$ cat src/rtl/spi_irq_pkg.sv
package spi_irq_pkg;
  // bit positions shared by enable word and status view
  localparam int unsigned POS_ROVR   = 0;
  localparam int unsigned POS_RXDMA  = 1;
  localparam int unsigned POS_TXDMA  = 2;
  localparam int unsigned POS_RXDONE = 3;
  localparam int unsigned POS_TXDONE = 4;
  localparam int unsigned POS_RXTHR  = 9;
  localparam int unsigned EN_W       = 5;
  localparam int unsigned NUM_FLAGS  = 3;

  // latched flag index -> bit position
  function automatic int unsigned flag_pos(input int unsigned idx);
    case (idx)
      0:       flag_pos = POS_ROVR;
      1:       flag_pos = POS_RXDONE;
      default: flag_pos = POS_TXDONE;
    endcase
  endfunction
endpackage

$ cat src/rtl/spi_irq_flag.sv
module spi_irq_flag (
  input  logic clk,
  input  logic rst_n,
  input  logic set_i,
  input  logic clr_i,
  output logic flag_o
);
  always_ff @(posedge clk) begin
    if (!rst_n)      flag_o <= 1'b0;
    else if (set_i)  flag_o <= 1'b1;   // event beats clear
    else if (clr_i)  flag_o <= 1'b0;
  end

  a_r5_event_wins: assert property (@(posedge clk) disable iff (!rst_n)
    set_i |=> flag_o);
  a_r4_clear_drops: assert property (@(posedge clk) disable iff (!rst_n)
    (clr_i && !set_i) |=> !flag_o);
  a_r3_flag_holds: assert property (@(posedge clk) disable iff (!rst_n)
    (flag_o && !clr_i) |=> flag_o);
endmodule

$ cat src/rtl/spi_irq_dma.sv
module spi_irq_dma #(
  parameter int unsigned LVL_W = 4
) (
  input  logic             tx_en,
  input  logic             rx_en,
  input  logic [LVL_W-1:0] tx_level,
  input  logic [LVL_W-1:0] tx_thresh,
  input  logic [LVL_W-1:0] rx_level,
  input  logic [LVL_W-1:0] rx_thresh,
  output logic             rx_thr_hit,
  output logic             tx_req,
  output logic             rx_req
);
  logic tx_low;
  always_comb begin
    tx_low     = (tx_level <= tx_thresh);
    rx_thr_hit = (rx_level >= rx_thresh);
    tx_req     = tx_en && tx_low;
    rx_req     = rx_en && rx_thr_hit;
  end
endmodule

$ cat src/rtl/spi_irq_regs.sv
module spi_irq_regs
  import spi_irq_pkg::*;
#(
  parameter int unsigned ADDR_W    = 4,
  parameter int unsigned DATA_W    = 16,
  parameter int unsigned ADDR_EN   = 0,
  parameter int unsigned ADDR_STAT = 1
) (
  input  logic              clk,
  input  logic              rst_n,
  input  logic              wr,
  input  logic              rd,
  input  logic [ADDR_W-1:0] addr,
  input  logic [DATA_W-1:0] wdata,
  input  logic [DATA_W-1:0] status_word,
  output logic [EN_W-1:0]   en_q,
  output logic              stat_wr,
  output logic [DATA_W-1:0] rdata
);
  logic hit_en, hit_stat;
  logic [DATA_W-1:0] rd_mux;

  always_comb begin
    hit_en   = (addr == ADDR_W'(ADDR_EN));
    hit_stat = (addr == ADDR_W'(ADDR_STAT));
    stat_wr  = wr && hit_stat;
    rd_mux   = '0;
    if (hit_en)        rd_mux[EN_W-1:0] = en_q;
    else if (hit_stat) rd_mux = status_word;
  end

  always_ff @(posedge clk) begin
    if (!rst_n)            en_q <= '0;
    else if (wr && hit_en) en_q <= wdata[EN_W-1:0];
  end

  always_ff @(posedge clk) begin
    if (!rst_n)  rdata <= '0;
    else if (rd) rdata <= rd_mux;
  end

  a_r11_rdata_hold: assert property (@(posedge clk) disable iff (!rst_n)
    !rd |=> $stable(rdata));
  a_r4_stat_write_keeps_enable: assert property (@(posedge clk) disable iff (!rst_n)
    (wr && !hit_en) |=> $stable(en_q));
endmodule

$ cat src/rtl/spi_irq_unit.sv
module spi_irq_unit
  import spi_irq_pkg::*;
#(
  parameter int unsigned ADDR_W    = 4,
  parameter int unsigned DATA_W    = 16,
  parameter int unsigned LVL_W     = 4,
  parameter int unsigned ADDR_EN   = 0,
  parameter int unsigned ADDR_STAT = 1
) (
  input  logic              clk,
  input  logic              rst_n,
  input  logic              reg_wr,
  input  logic              reg_rd,
  input  logic [ADDR_W-1:0] reg_addr,
  input  logic [DATA_W-1:0] reg_wdata,
  output logic [DATA_W-1:0] reg_rdata,
  input  logic              ev_tx_done,
  input  logic              ev_rx_done,
  input  logic              ev_rx_ovf,
  input  logic [LVL_W-1:0]  tx_level,
  input  logic [LVL_W-1:0]  tx_thresh,
  input  logic [LVL_W-1:0]  rx_level,
  input  logic [LVL_W-1:0]  rx_thresh,
  output logic              irq,
  output logic              tx_dma_req,
  output logic              rx_dma_req,
  output logic              rx_batch_ready
);
  localparam int unsigned IDX_RXDONE = 1;

  logic [NUM_FLAGS-1:0] ev_vec, flags, en_mask, clr_vec;
  logic [EN_W-1:0]      en_q;
  logic [DATA_W-1:0]    status_word;
  logic                 stat_wr, thr_hit;

  assign ev_vec = {ev_tx_done, ev_rx_done, ev_rx_ovf};

  spi_irq_regs #(
    .ADDR_W(ADDR_W), .DATA_W(DATA_W), .ADDR_EN(ADDR_EN), .ADDR_STAT(ADDR_STAT)
  ) u_regs (
    .clk(clk), .rst_n(rst_n), .wr(reg_wr), .rd(reg_rd), .addr(reg_addr),
    .wdata(reg_wdata), .status_word(status_word), .en_q(en_q),
    .stat_wr(stat_wr), .rdata(reg_rdata)
  );

  for (genvar gi = 0; gi < NUM_FLAGS; gi++) begin : g_flag
    localparam int unsigned P = flag_pos(gi);
    assign clr_vec[gi] = stat_wr && reg_wdata[P];
    assign en_mask[gi] = en_q[P];
    spi_irq_flag u_flag (
      .clk(clk), .rst_n(rst_n), .set_i(ev_vec[gi]),
      .clr_i(clr_vec[gi]), .flag_o(flags[gi])
    );
  end

  spi_irq_dma #(.LVL_W(LVL_W)) u_dma (
    .tx_en(en_q[POS_TXDMA]), .rx_en(en_q[POS_RXDMA]),
    .tx_level(tx_level), .tx_thresh(tx_thresh),
    .rx_level(rx_level), .rx_thresh(rx_thresh),
    .rx_thr_hit(thr_hit), .tx_req(tx_dma_req), .rx_req(rx_dma_req)
  );

  always_comb begin
    status_word = '0;
    for (int i = 0; i < NUM_FLAGS; i++) status_word[flag_pos(i)] = flags[i];
    status_word[POS_RXTHR] = thr_hit;
  end

  assign irq            = |(flags & en_mask);
  assign rx_batch_ready = flags[IDX_RXDONE] && thr_hit;

  a_r7_irq_needs_flag: assert property (@(posedge clk) disable iff (!rst_n)
    irq |-> (flags != '0));
  a_r8_txreq_needs_enable: assert property (@(posedge clk) disable iff (!rst_n)
    tx_dma_req |-> en_q[POS_TXDMA]);
  a_r9_rxreq_needs_enable: assert property (@(posedge clk) disable iff (!rst_n)
    rx_dma_req |-> en_q[POS_RXDMA]);
  a_r10_batch_needs_threshold: assert property (@(posedge clk) disable iff (!rst_n)
    rx_batch_ready |-> status_word[POS_RXTHR]);
endmodule

$ cat config.mk
export PLATFORM = sky130hd
export DESIGN_NAME = spi_irq_unit
export DESIGN_NICKNAME = d
export VERILOG_FILES = /design/src/rtl/spi_irq_pkg.sv /design/src/rtl/spi_irq_flag.sv /design/src/rtl/spi_irq_dma.sv /design/src/rtl/spi_irq_regs.sv /design/src/rtl/spi_irq_unit.sv
export SDC_FILE = /design/constraint.sdc
export NUM_CORES = 1
export LEC_CHECK = 0
export BUFFER_PORTS_ARGS = -buffer_cell sky130_fd_sc_hd__buf_2
export CAP_MARGIN = 10
export CORE_MARGIN = 1
export CORE_UTILIZATION = 40
export CTS_BUF_LIST = sky130_fd_sc_hd__clkbuf_16
export DETAILED_ROUTE_END_ITERATION = 8
export PLACE_DENSITY = 0.78
export SLEW_MARGIN = 20
export SYNTH_ARGS = -nofsm -noshare
export SYNTH_HDL_FRONTEND = slang
export SYNTH_SLANG_ARGS = --single-unit
export TNS_END_PERCENT = 10
$ cat constraint.sdc
create_clock -name clk -period 2 [get_ports clk]
set_clock_uncertainty 0.1 [all_clocks]
set_input_delay 0.2 -clock clk [delete_from_list [all_inputs] [get_ports clk]]
set_output_delay 0.2 -clock clk [all_outputs]
set_load 0.02 [all_outputs]
# --- Yosys cells after proc, flatten, opt, wreduce, memory -nomap -nowiden ---
# Index checks and enable logic that the tools add are counted.
word_totals:
  register_bits: 24
  input_bits: 43
  out_inout_bits: 20
  word_cells: 31
op_classes:
  magnitude_cmp: 2
  n_eq_ne: 1
  n_mux: 9
  bitwise: 1
  reduce_logical: 13
op_table:
  columns: ["operator", "count"]
  rows:
  - ["$mux 10", 1]
  - ["$mux 5", 2]
  - ["$logic_and 1x1->1", 8]
  - ["$mux 1", 6]
  - ["$reduce_bool 2->1", 3]
  - ["$eq 4x1->1 const B", 1]
  - ["$ge 4x4->1", 1]
  - ["$le 4x4->1", 1]
  - ["$logic_not 4->1", 1]
  - ["$and 3x3->3", 1]
  - ["$reduce_or 3->1", 1]

# --- Depth between registers and ports, before layout ---
logic_depth:
  word_depth: 5
  depth_mapped: 6
  mapped_depth_nobuf: 6

# --- By module ---
# From an unflattened synthesis, not the netlist that was laid out.
hier_totals:
  cells_unflattened: 128
  area_unflattened_um2: 1256.2
by_module_without_submodules:
  columns: ["module", "instances", "cells_each", "area_per_inst_um2", "seq_area_each_um2"]
  rows:
  - ["spi_irq_regs", 1, 82, 870.8, 420.4]
  - ["spi_irq_dma", 1, 30, 219.0, 0.0]
  - ["spi_irq_flag", 3, 3, 41.3, 20.0]
  - ["spi_irq_unit", 1, 7, 42.5, 0.0]

# --- Worst setup path after synthesis ---
# OpenSTA, ideal clock, no wires.
synth_path:
  path_kind: "in2out"
  startpoint: "input port rx_level[0]"
  endpoint: "output port rx_batch_ready"
  arrival_ns: 1.266
  t_required_ns: 1.700
  slack_ns: 0.434
  stages: 6
  path_buffers: 0
  cell_sequence: "inv_1 -> ha_1 -> nand2b_4 -> a2111oi_4 -> a21oi_2 -> and2_2"
synth_via:
  elab_chain_cells: 2
synth_lines:
  columns: ["element", "line_no", "text"]
  rows:
  - ["start, declared", "spi_irq_unit.sv:22", "input logic [LVL_W-1:0] rx_level,"]
  - ["$ge 4x4->1", "spi_irq_dma.sv:17", "rx_thr_hit = (rx_level >= rx_thresh);"]
  - ["$logic_and 1x1->1", "spi_irq_unit.sv:70", "assign rx_batch_ready = flags[IDX_RXDONE] && thr_hit;"]
  - ["end, declared", "spi_irq_unit.sv:27", "output logic rx_batch_ready"]
# No other way between the ends.

# --- Worst setup path after layout ---
layout_path:
  startpoint: "input port rx_level[0]"
  endpoint: "output port rx_dma_req"
layout_via:
  elab_chain_cells: 2
layout_lines:
  columns: ["element", "line_no", "text"]
  rows:
  - ["$ge 4x4->1", "spi_irq_dma.sv:17", null]
  - ["$logic_and 1x1->1", "spi_irq_dma.sv:19", "rx_req = rx_en && rx_thr_hit;"]
  - ["end, declared", "spi_irq_unit.sv:26", "output logic rx_dma_req,"]
# No other way between the ends.

==> flow_summary.ini <==
[layout]
layout_common_cells = buf_2, dfxtp_1, inv_1, nor2b_1, conb_1
layout.nets = 193
fill_cells = 187
final_util_pct = 57.6
mostFrequentLayoutCell = buf_2
final_cells = 168
final_area_sq_um = 1180
multiInputGateArea_sq_um = 533
diodes = 0
syn_to_final_growth_pct = 29.5
seq_area_sq_um = 280
drive_gt1_share_pct = 36.2

[cts]
clk_latency_ps = 240
root_buffer = clkbuf_16
hold_buffers = 0
numCtsBuffers = 3
cts_tree = yes
cts.sinks = 14
clk_path_buf_depth = 2
post_cts_buffers = 0
path_clk_slew_ps = 50
cts_resized = 0
cts_max_level = 1

[detailed_routing]
wl_per_cell_um = 10.8
drt_wl_total_um = 1810
vias = 781
drcViolationCount = 0
viasPerCell = 4.65
drtIter0Drc = 5
ant_nets = 0
first_pass_iters = 4

[synth]
yosys_warnings = 0
yosysUniqueCellTypes = 26
synth.avg_cell_area_sq_um = 9.18
ys_ff_latch = 14
synth_area_sq_um = 908
netlist_instances = 99
seq_area_frac_synth_pct = 30.9

[power]
power.leakage_nw = 0.647
peakVddDrop_v = 0.000530
p_total_mw = 0.798
power_density_nw_per_um2 = 678

[floorplanning]
die-width_um = 49.7
num_rows = 16
dieArea_sq_um = 2470
die_h_um = 49.7
start_util_pct = 44.5
core_region_area_sq_um = 2040
ios = 63

[hold_path]
min_delay_worst_endpoint = g_flag[0].u_flag.flag_o
hold_path_startpoint = ev_rx_ovf
hold_depth = 2
hold_class = primary input to register

[timing]
post-route-period-util_pct = 90.1
finalHoldViolCount = 0
fin_crit_ps = 1800
fin_ws_ps = 197
finalSetupViolCount = 0
tns_ps = 0
fmax_mhz = 555
timing.hold.ws_ps = 62.2
rsz0062_at_grt = false
finalMaxSlewViolations = 0

[worst_setup_path]
reg2reg_from = g_flag[0].u_flag.flag_o
ff2ff_setup_slack_ps = 1150
critical_path.max_fanout = 3
crit_arrival_ps = 1500
end_kind = output pin
r2r_end = u_regs.rdata[0]
cp-start-kind = primary input
reg2regPathDepth = 2
critPathKind = primary input to output pin
required_ps = 1700

[outcome]
status = completed

[placed_design]
dpl.cell_count = 164
placed_cell_area_sq_um = 1100
portBuffers = 41
dp_slack_ps = 192
routabilityCongestion = 0.776
dp_hpwl_um = 1460

[global_routing]
grt_start_max_net_pins = 13
grt_pass1_vias = 686
grt_pass1_wl_um = 2930
antenna_found_initial = 0
grt.total_usage_pct = 16.0
overflow = 0

[job]
drv_cap = 0
==> cell usage after synthesis <==
master / number / area (sq um)
nand4b_1: 1 / 8.76
a21oi_2: 1 / 8.76
nor2_1: 1 / 3.75
a2111oi_4: 1 / 27.5
mux2i_1: 8 / 80.1
nand2_1: 4 / 15.0
and4bb_2: 1 / 12.5
and3_1: 1 / 6.26
and2_2: 2 / 15.0
buf_4: 10 / 75.1
a32o_1: 1 / 10.0
nand4_1: 1 / 6.26
ha_1: 8 / 100
nor2b_1: 11 / 68.8
clkbuf_1: 1 / 3.75
o21a_1: 3 / 22.5
a21boi_0: 4 / 30.0
nand2b_4: 1 / 13.8
buf_2: 1 / 5.00
nand3b_2: 1 / 11.3
inv_1: 12 / 45.0
a222oi_1: 1 / 10.0
dfxtp_1: 14 / 280
conb_1: 1 / 3.75
o21ai_0: 5 / 25.0
a21oi_1: 4 / 20.0
==> cell families after synthesis <==
kind of cell / Yosys count / synth area share, %
flip-flops: 14 / 30.9
other: 1 / 0.413
AO/OA/AOI/OAI: 20 / 16.9
buffers and inverters: 24 / 14.2
multiplexers: 8 / 8.82
adder cells (fa/ha/maj): 8 / 11.0
AND/OR/NAND/NOR: 24 / 17.8
==> worst max-delay path: stages <==
cell	delay, ps
buf_2	70
inv_1	30
ha_1	270
nand2b_4	150
a2111oi_4	350
a21oi_2	80
and2_2	200
buf_2	160
==> metal layers <==
metal | wire length [um] | global-route usage [%] | vias up | part of all wire, %
met4 | 62 | 11.9 | 0 | 3.4
met5 | 0 | 0 | - | 0
met1 | 772 | 18.6 | 337 | 43
met3 | 114 | 3.70 | 9 | 6.3
met2 | 865 | 25.2 | 36 | 48
li1 | - | - | 399 | -
==> how the worst max path moves through the flow <==
stage                      startpoint  cells past startpoint  slack (ps)             end
after floorplan           rx_level[0]                      6         430  rx_batch_ready
final                     rx_level[0]                      8         200      rx_dma_req
after detailed placement  rx_level[0]                      8         190      rx_dma_req
after global placement    rx_level[0]                      8         220      rx_dma_req
after global routing      rx_level[0]                      8         150      rx_dma_req
after CTS                 rx_level[0]                      8         190      rx_dma_req
==> area by class of cell <==
class                           count  area share, %
Inverter                           12           3.83
Multi-Input combinational cell     70           45.3
Sequential cell                    14           23.8
Clock buffer                        3           6.38
Timing Repair Buffer               41           17.4
Clock inverter                      1          0.319
Tap cell                           27           2.87
==> sequential cells by signal (all words and copies together) (netlist names) <==
| name | cells |
|---|---|
| u_regs.rdata | 6 |
| u_regs.en_q | 5 |
| g_flag.u_flag.flag_o | 3 |
==> power breakdown <==
part	internal [mW]	leakage, nW	switching, mW
clock network	0.264	0.0385	0.114
logic	0.0600	0.495	0.0676
registers	0.286	0.114	0.00519
total	0.610	0.647	0.187
Power figures use the tool's default switching activity.
